$ cat src/rtl/modem_pin_pkg.sv
package modem_pin_pkg;
  typedef enum logic [1:0] {
    MODE_ASYNC    = 2'd0,
    MODE_CHARSYNC = 2'd1,
    MODE_SDLC     = 2'd2,
    MODE_EXTSYNC  = 2'd3
  } chan_mode_e;

  function automatic logic sync_is_output(input chan_mode_e m, input logic en);
    return en && (m == MODE_CHARSYNC || m == MODE_SDLC);
  endfunction
endpackage

$ cat src/rtl/modem_rts_ctl.sv
module modem_rts_ctl
  import modem_pin_pkg::*;
(
  input  logic       clk_i,
  input  logic       rst_ni,
  input  logic       auto_en_i,
  input  chan_mode_e mode_i,
  input  logic       rts_bit_i,
  input  logic       rts_defer_i,
  input  logic       tx_flag_done_i,
  output logic       rts_no
);
  logic rts_act_q, past_vld_q;
  logic defer_act;

  assign defer_act = auto_en_i && (mode_i == MODE_SDLC) && rts_defer_i;

  always_ff @(posedge clk_i or negedge rst_ni) begin
    if (!rst_ni) begin
      rts_act_q  <= 1'b0;
      past_vld_q <= 1'b0;
    end else begin
      past_vld_q <= 1'b1;
      if (rts_bit_i)                   rts_act_q <= 1'b1;
      else if (!defer_act)             rts_act_q <= 1'b0;
      else if (tx_flag_done_i)         rts_act_q <= 1'b0;
    end
  end

  assign rts_no = ~rts_act_q;

  p_rts_follow_r2: assert property (@(posedge clk_i) disable iff (!rst_ni)
    past_vld_q && $past(!defer_act) |-> rts_no == !$past(rts_bit_i));

  p_rts_hold_r3: assert property (@(posedge clk_i) disable iff (!rst_ni)
    past_vld_q && $past(defer_act && !rts_no && !tx_flag_done_i) |-> !rts_no);
endmodule

$ cat src/rtl/modem_req_ctl.sv
module modem_req_ctl #(
  parameter int unsigned HOLD_CYC = 4
) (
  input  logic clk_i,
  input  logic rst_ni,
  input  logic req_role_i,
  input  logic req_fast_i,
  input  logic dtr_bit_i,
  input  logic wreq_fn_i,
  input  logic wreq_en_i,
  input  logic tx_empty_i,
  output logic dtr_req_no,
  output logic wreq_no,
  output logic wreq_oe_o
);
  localparam int unsigned CNT_W = (HOLD_CYC > 2) ? $clog2(HOLD_CYC) : 1;
  localparam logic [CNT_W-1:0] RELOAD = CNT_W'(HOLD_CYC - 1);

  logic             req_act_q, past_vld_q;
  logic [CNT_W-1:0] hold_q;
  logic             wreq_val_q, wreq_oe_q;

  always_ff @(posedge clk_i or negedge rst_ni) begin
    if (!rst_ni) begin
      req_act_q  <= 1'b0;
      hold_q     <= '0;
      past_vld_q <= 1'b0;
    end else begin
      past_vld_q <= 1'b1;
      if (!req_role_i) begin
        req_act_q <= dtr_bit_i;
        hold_q    <= '0;
      end else if (tx_empty_i) begin
        req_act_q <= 1'b1;
        hold_q    <= RELOAD;  // restart hold on every empty indication
      end else if (req_fast_i) begin
        req_act_q <= 1'b0;
        hold_q    <= '0;
      end else if (req_act_q) begin
        if (hold_q == '0) req_act_q <= 1'b0;
        else              hold_q    <= hold_q - 1'b1;
      end
    end
  end

  // wait: open-drain pulled low while CPU must stall; request: push-pull
  always_ff @(posedge clk_i or negedge rst_ni) begin
    if (!rst_ni) begin
      wreq_val_q <= 1'b0;
      wreq_oe_q  <= 1'b0;
    end else if (!wreq_fn_i) begin
      wreq_val_q <= 1'b0;
      wreq_oe_q  <= wreq_en_i && !tx_empty_i;
    end else begin
      wreq_val_q <= !(wreq_en_i && tx_empty_i);
      wreq_oe_q  <= 1'b1;
    end
  end

  assign dtr_req_no = ~req_act_q;
  assign wreq_no    = wreq_val_q;
  assign wreq_oe_o  = wreq_oe_q;

  p_dtr_follow_r4: assert property (@(posedge clk_i) disable iff (!rst_ni)
    past_vld_q && $past(!req_role_i) |-> dtr_req_no == !$past(dtr_bit_i));

  p_req_assert_r5: assert property (@(posedge clk_i) disable iff (!rst_ni)
    past_vld_q && $past(req_role_i && tx_empty_i) |-> !dtr_req_no);

  p_req_fast_r6: assert property (@(posedge clk_i) disable iff (!rst_ni)
    past_vld_q && $past(req_role_i && !tx_empty_i && req_fast_i) |-> dtr_req_no);

  p_wait_od_r8: assert property (@(posedge clk_i) disable iff (!rst_ni)
    past_vld_q && $past(!wreq_fn_i) |-> !wreq_no);

  p_req_drive_r9: assert property (@(posedge clk_i) disable iff (!rst_ni)
    past_vld_q && $past(wreq_fn_i) |-> wreq_oe_o);
endmodule

$ cat src/rtl/modem_sync_ctl.sv
module modem_sync_ctl
  import modem_pin_pkg::*;
#(
  parameter int unsigned SYNC_STAGES = 2
) (
  input  logic       clk_i,
  input  logic       rst_ni,
  input  chan_mode_e mode_i,
  input  logic       sync_en_i,
  input  logic       sync_det_i,
  input  logic       sync_pin_i,
  output logic       sync_no,
  output logic       sync_oe_o,
  output logic       sync_stat_o,
  output logic       sync_chg_o
);
  logic                   out_mode;
  logic [SYNC_STAGES-1:0] meta_q;
  logic                   stat_q, chg_q, oe_q, val_q, past_vld_q;

  assign out_mode = sync_is_output(mode_i, sync_en_i);

  generate
    if (SYNC_STAGES == 1) begin : g_one
      always_ff @(posedge clk_i or negedge rst_ni)
        if (!rst_ni) meta_q <= '1;
        else         meta_q <= sync_pin_i;
    end else begin : g_chain
      always_ff @(posedge clk_i or negedge rst_ni)
        if (!rst_ni) meta_q <= '1;
        else         meta_q <= {meta_q[SYNC_STAGES-2:0], sync_pin_i};
    end
  endgenerate

  always_ff @(posedge clk_i or negedge rst_ni) begin
    if (!rst_ni) begin
      stat_q     <= 1'b1;
      chg_q      <= 1'b0;
      oe_q       <= 1'b0;
      val_q      <= 1'b1;
      past_vld_q <= 1'b0;
    end else begin
      past_vld_q <= 1'b1;
      oe_q       <= out_mode;
      val_q      <= out_mode ? !sync_det_i : 1'b1;
      if (!out_mode) begin
        stat_q <= meta_q[SYNC_STAGES-1];
        chg_q  <= meta_q[SYNC_STAGES-1] != stat_q;
      end else begin
        chg_q  <= 1'b0;
      end
    end
  end

  assign sync_no     = val_q;
  assign sync_oe_o   = oe_q;
  assign sync_stat_o = stat_q;
  assign sync_chg_o  = chg_q;

  p_sync_dir_r10: assert property (@(posedge clk_i) disable iff (!rst_ni)
    past_vld_q && $past(!out_mode) |-> !sync_oe_o && sync_no);

  p_sync_pulse_r11: assert property (@(posedge clk_i) disable iff (!rst_ni)
    past_vld_q && $past(out_mode && sync_det_i) |-> !sync_no);

  p_chg_match_r12: assert property (@(posedge clk_i) disable iff (!rst_ni)
    past_vld_q && sync_chg_o |-> sync_stat_o != $past(sync_stat_o));
endmodule

$ cat src/rtl/modem_pin_ctrl.sv
module modem_pin_ctrl
  import modem_pin_pkg::*;
#(
  parameter int unsigned HOLD_CYC    = 4,
  parameter int unsigned SYNC_STAGES = 2
) (
  input  logic       clk_i,
  input  logic       rst_ni,
  input  logic       auto_en_i,
  input  logic       rts_bit_i,
  input  logic       rts_defer_i,
  input  logic       dtr_bit_i,
  input  logic       req_role_i,
  input  logic       req_fast_i,
  input  logic       wreq_fn_i,
  input  logic       wreq_en_i,
  input  logic [1:0] mode_i,
  input  logic       sync_en_i,
  input  logic       tx_empty_i,
  input  logic       tx_flag_done_i,
  input  logic       sync_det_i,
  input  logic       tx_en_i,
  input  logic       sync_pin_i,
  output logic       rts_no,
  output logic       dtr_req_no,
  output logic       wreq_no,
  output logic       wreq_oe_o,
  output logic       sync_no,
  output logic       sync_oe_o,
  output logic       sync_stat_o,
  output logic       sync_chg_o
);
  chan_mode_e mode;
  logic       rts_req;

  assign mode = chan_mode_e'(mode_i);
  // in deferral mode a fresh assert needs the transmitter up
  assign rts_req = rts_bit_i && (tx_en_i || !(auto_en_i && rts_defer_i && mode == MODE_SDLC));

  modem_rts_ctl u_rts (
    .clk_i          (clk_i),
    .rst_ni         (rst_ni),
    .auto_en_i      (auto_en_i),
    .mode_i         (mode),
    .rts_bit_i      (rts_req),
    .rts_defer_i    (rts_defer_i),
    .tx_flag_done_i (tx_flag_done_i),
    .rts_no         (rts_no)
  );

  modem_req_ctl #(.HOLD_CYC(HOLD_CYC)) u_req (
    .clk_i      (clk_i),
    .rst_ni     (rst_ni),
    .req_role_i (req_role_i),
    .req_fast_i (req_fast_i),
    .dtr_bit_i  (dtr_bit_i),
    .wreq_fn_i  (wreq_fn_i),
    .wreq_en_i  (wreq_en_i),
    .tx_empty_i (tx_empty_i),
    .dtr_req_no (dtr_req_no),
    .wreq_no    (wreq_no),
    .wreq_oe_o  (wreq_oe_o)
  );

  modem_sync_ctl #(.SYNC_STAGES(SYNC_STAGES)) u_sync (
    .clk_i       (clk_i),
    .rst_ni      (rst_ni),
    .mode_i      (mode),
    .sync_en_i   (sync_en_i),
    .sync_det_i  (sync_det_i),
    .sync_pin_i  (sync_pin_i),
    .sync_no     (sync_no),
    .sync_oe_o   (sync_oe_o),
    .sync_stat_o (sync_stat_o),
    .sync_chg_o  (sync_chg_o)
  );

  p_reset_idle_r1: assert property (@(posedge clk_i)
    !rst_ni |=> !rst_ni || (rts_no && dtr_req_no && !wreq_oe_o && !sync_oe_o));
endmodule

$ cat config.mk
export PLATFORM = sky130hd
export DESIGN_NAME = modem_pin_ctrl
export DESIGN_NICKNAME = d
export VERILOG_FILES = /design/src/rtl/modem_pin_pkg.sv /design/src/rtl/modem_rts_ctl.sv /design/src/rtl/modem_req_ctl.sv /design/src/rtl/modem_sync_ctl.sv /design/src/rtl/modem_pin_ctrl.sv
export SDC_FILE = /design/constraint.sdc
export NUM_CORES = 1
export LEC_CHECK = 0
export CAP_MARGIN = 5
export CORE_AREA = 3 3 40 42
export CTS_BUF_LIST = sky130_fd_sc_hd__clkbuf_8
export DETAILED_ROUTE_END_ITERATION = 8
export DIE_AREA = 0 0 43 45
export DONT_BUFFER_PORTS = 1
export GPL_ROUTABILITY_DRIVEN = 0
export PLACE_DENSITY = 0.56
export SLEW_MARGIN = 20
export SYNTH_ARGS = -nofsm -noshare
export SYNTH_HDL_FRONTEND = slang
export SYNTH_SLANG_ARGS = --single-unit
$ cat constraint.sdc
create_clock -name clk_i -period 2.7 [get_ports clk_i]
set_input_delay 0.27 -clock clk_i [delete_from_list [all_inputs] [get_ports clk_i]]
set_output_delay 0.27 -clock clk_i [all_outputs]
set_load 0.005 [all_outputs]
==> flow_metrics.py <==
metrics = {
    "pwr": {
        "leakagePower_nw": 0.2557,
        "power_density_nw_per_um2": 707.9,
        "peakVddDrop_mv": 0.3643,
    },
    "timing": {
        "slew_violations": 0,
        "fin_crit_sh_pct": 46.13,
        "tightest_slew_ps": 520.5,
        "hold_ws_ps": 24.75,
        "fmax_mhz": 802.8,
        "slew_headroom_pct": 65.19,
        "fin_skew_ps": 2.455,
        "finalHoldViolations": 0,
        "setup_viol": 0,
        "post-route-min-period_ps": 1246,
        "finalSetupTns_ps": 0,
        "rsz0062_at_grt": "no",
    },
    "placed_design": {
        "dp_hpwl_um": 687,
        "dpl-instance-area_sq_um": 506.7,
        "portBuffers": 0,
        "placedCellCount": 55,
    },
    "detailed_routing": {
        "vias": 319,
        "drt-initial-drc-count": 3,
        "wirelength_um": 874,
        "drt_first_pass_iters": 4,
        "drc_errors": 0,
        "viasPerCell": 5.317,
        "wire_per_inst_um": 14.57,
        "final_antenna_net_count": 0,
    },
    "grt": {
        "antenna_found_initial": 0,
        "track_usage_pct": 10.91,
        "grt_max_degree": 13,
        "grt_pass1_vias": 334,
        "grt-ovfl-total": 0,
        "grt_pass1_wl_mm": 1.352,
    },
    "clock_tree": {
        "post_cts_resize_count": 0,
        "cts_hold_buffers": 1,
        "clk_path_buf_depth": 2,
        "cts_tree": "done",
        "cts_sinks": 12,
        "clk_latency_ps": 240,
        "post_cts_buffers": 0,
        "cts_max_level": 1,
        "clk_pin_slew_worst_paths_ps": 50,
        "cts-root-buf": "clkbuf_8",
        "cts-buffers-inserted": 3,
    },
    "final_layout": {
        "syn_to_final_growth_pct": 15.13,
        "finalInstanceArea_sq_um": 561.8,
        "finalNonFillerCells": 60,
        "drive_above_1_share_pct": 17.78,
        "nFillCells": 124,
        "diodes": 0,
        "final_util_pct": 43.72,
        "nets": 66,
    },
    "synthesis": {
        "netlist_area_sq_um": 488.0,
        "async_flop_share_pct": 100.0,
        "yosysUniqueCellTypes": 20,
        "synth_area_leaders": "dfrtp_1 41%, dfstp_2 22%, ha_1 5.1%",
        "ys_seq_area_share_pct": 62.56,
        "synth_fp_nets": 60,
        "synthCells": 40,
        "ys_ff_latch": 12,
        "synth-edff-count": 0,
        "syn_area_per_cell_sq_um": 12.20,
        "yosysTopAreaCellShare_pct": 41.03,
        "yosysWarnings": 0,
        "ys.flop_type": "dfrtp_1",
        "synth_top_area_cell": "dfrtp_1",
    },
    "min_path": {
        "hp-class": "input pin to register",
    },
    "floorplanning": {
        "die_x_um": 43,
        "dieArea_sq_um": 1935,
        "start_util_pct": 37.97,
        "fp.dieH_um": 45,
        "num_io_pins": 26,
        "coreArea_sq_um": 1285,
        "rows": 13,
    },
    "critical_path": {
        "critPathRequiredTime_ps": 2820,
        "start_kind": "register",
        "worstSetupPathType": "register to register",
        "worstPathArrival_ps": 1370,
        "critPathMaxFanout": 2,
        "worstSetupEndpointType": "register",
    },
    "run_status": {
        "status": "complete, no violations",
    },
    "job": {
        "max-cap-violations": 0,
    },
}
synth_stat cells (all sizes together), types with 2 or more instances:
cell type,n
dfrtp,8
inv,6
dfstp,4
nor3,4
ha,2
o31a,2
layout by cell type (no fill, tap or decap):
master	instances
ha_1	2
o21a_1	1
xnor2_1	1
dlygate4sd3_1	1
clkbuf_8	3
nor3_1	4
nand2_1	1
a21boi_0	1
nor2b_2	1
nor2_1	1
o31ai_1	1
o31a_1	2
o21ai_0	1
nand2b_1	1
dfrtp_1	8
dfstp_2	4
and2b_1	1
nand3_1	1
o211ai_1	1
inv_1	7
a21o_1	1
mux2_1	1
layer usage:
metal  part of all wire (%)  global-route usage (%)  wire length [um]  vias up
met4                    3.5                   10.84                31        0
li1                       -                       -                 -      144
met1                     33                   7.828               292      142
met5                      0                       0                 0        -
met2                     45                   17.37               395       27
met3                     18                   8.765               155        6
through the flow:
stage                     setup slack (ps)  total power, W
final                                 1454       0.0003977
after global routing                  1369       0.0004274
after CTS                             1448       0.0004086
after detailed placement              1463       0.0002360
after global placement                1515       0.0002326
after floorplan                       1535       0.0002292
worst max-delay path, cell delays in order, from the launching register on:
cell and delay (ps):
dfrtp_1 340, inv_1 60, ha_1 200, and2b_1 220, nor3_1 50, o31a_1 270
final timing paths:
| check | from | cells after the start | to | slack (ps) |
|---|---|---|---|---|
| setup / recovery | u_req.hold_q[0]$_DFFE_PN0P_ | 5 | u_req.hold_q[0]$_DFFE_PN0P_ | 1450 |
| hold / removal | sync_pin_i | 0 | u_sync.meta_q[0]$_DFF_PN1_ | 20 |
| setup reg to reg | u_req.hold_q[0]$_DFFE_PN0P_ | 5 | u_req.hold_q[0]$_DFFE_PN0P_ | 1450 |
| hold reg to reg | u_sync.meta_q[0]$_DFF_PN1_ | 0 | u_sync.meta_q[1]$_DFF_PN1_ | 360 |
| max in group asynchronous | rst_ni | 1 | u_sync.sync_stat_o$_DFFE_PN1N_ | 1890 |
| min in group asynchronous | rst_ni | 1 | u_req.hold_q[0]$_DFFE_PN0P_ | 450 |
registers in the layout, summed over array words and instances, names as in the netlist:
| register | count |
|---|---|
| u_req.hold_q | 2 |
| u_sync.meta_q | 2 |
| u_req.req_act_q | 1 |
| u_req.wreq_no | 1 |
| u_req.wreq_oe_o | 1 |
| u_rts.rts_act_q | 1 |
| u_sync.sync_chg_o | 1 |
| u_sync.sync_no | 1 |
| u_sync.sync_oe_o | 1 |
| u_sync.sync_stat_o | 1 |
cell families (layout without fill, tap and decap cells):
| family | Yosys count | count (layout) | synth area share, % |
|---|---|---|---|
| adders and majority gates | 2 | 2 | 5.127 |
| DFF | 12 | 12 | 62.56 |
| xor gates and xnor gates | 1 | 1 | 1.795 |
| and+or+nand+nor | 10 | 10 | 11.28 |
| buffers and inverters | 6 | 11 | 4.615 |
| muxes | 1 | 1 | 2.308 |
| AOI/OAI and AO/OA | 8 | 8 | 12.31 |
power by group:
| part | leakage [nW] | internal, W | switching (W) | total [W] |
|---|---|---|---|---|
| clock network | 0.0269 | 0.0000998 | 0.0000616 | 0.000161 |
| registers | 0.139 | 0.000197 | 0.00000729 | 0.000204 |
| logic | 0.0901 | 0.0000150 | 0.0000171 | 0.0000321 |
| total | 0.256 | 0.000312 | 0.0000860 | 0.000398 |
area by class of cell:
type / count / area (sq um) / area share, %
Inverter: 6 / 22.52 / 4.009
Clock inverter: 1 / 3.754 / 0.6682
Timing Repair Buffer: 1 / 10.01 / 1.782
Sequential cell: 12 / 305.3 / 54.34
Tap cell: 15 / 18.77 / 3.341
Multi-Input combinational cell: 22 / 160.2 / 28.51
Clock buffer: 3 / 41.29 / 7.350
Power figures use the tool's default switching activity.
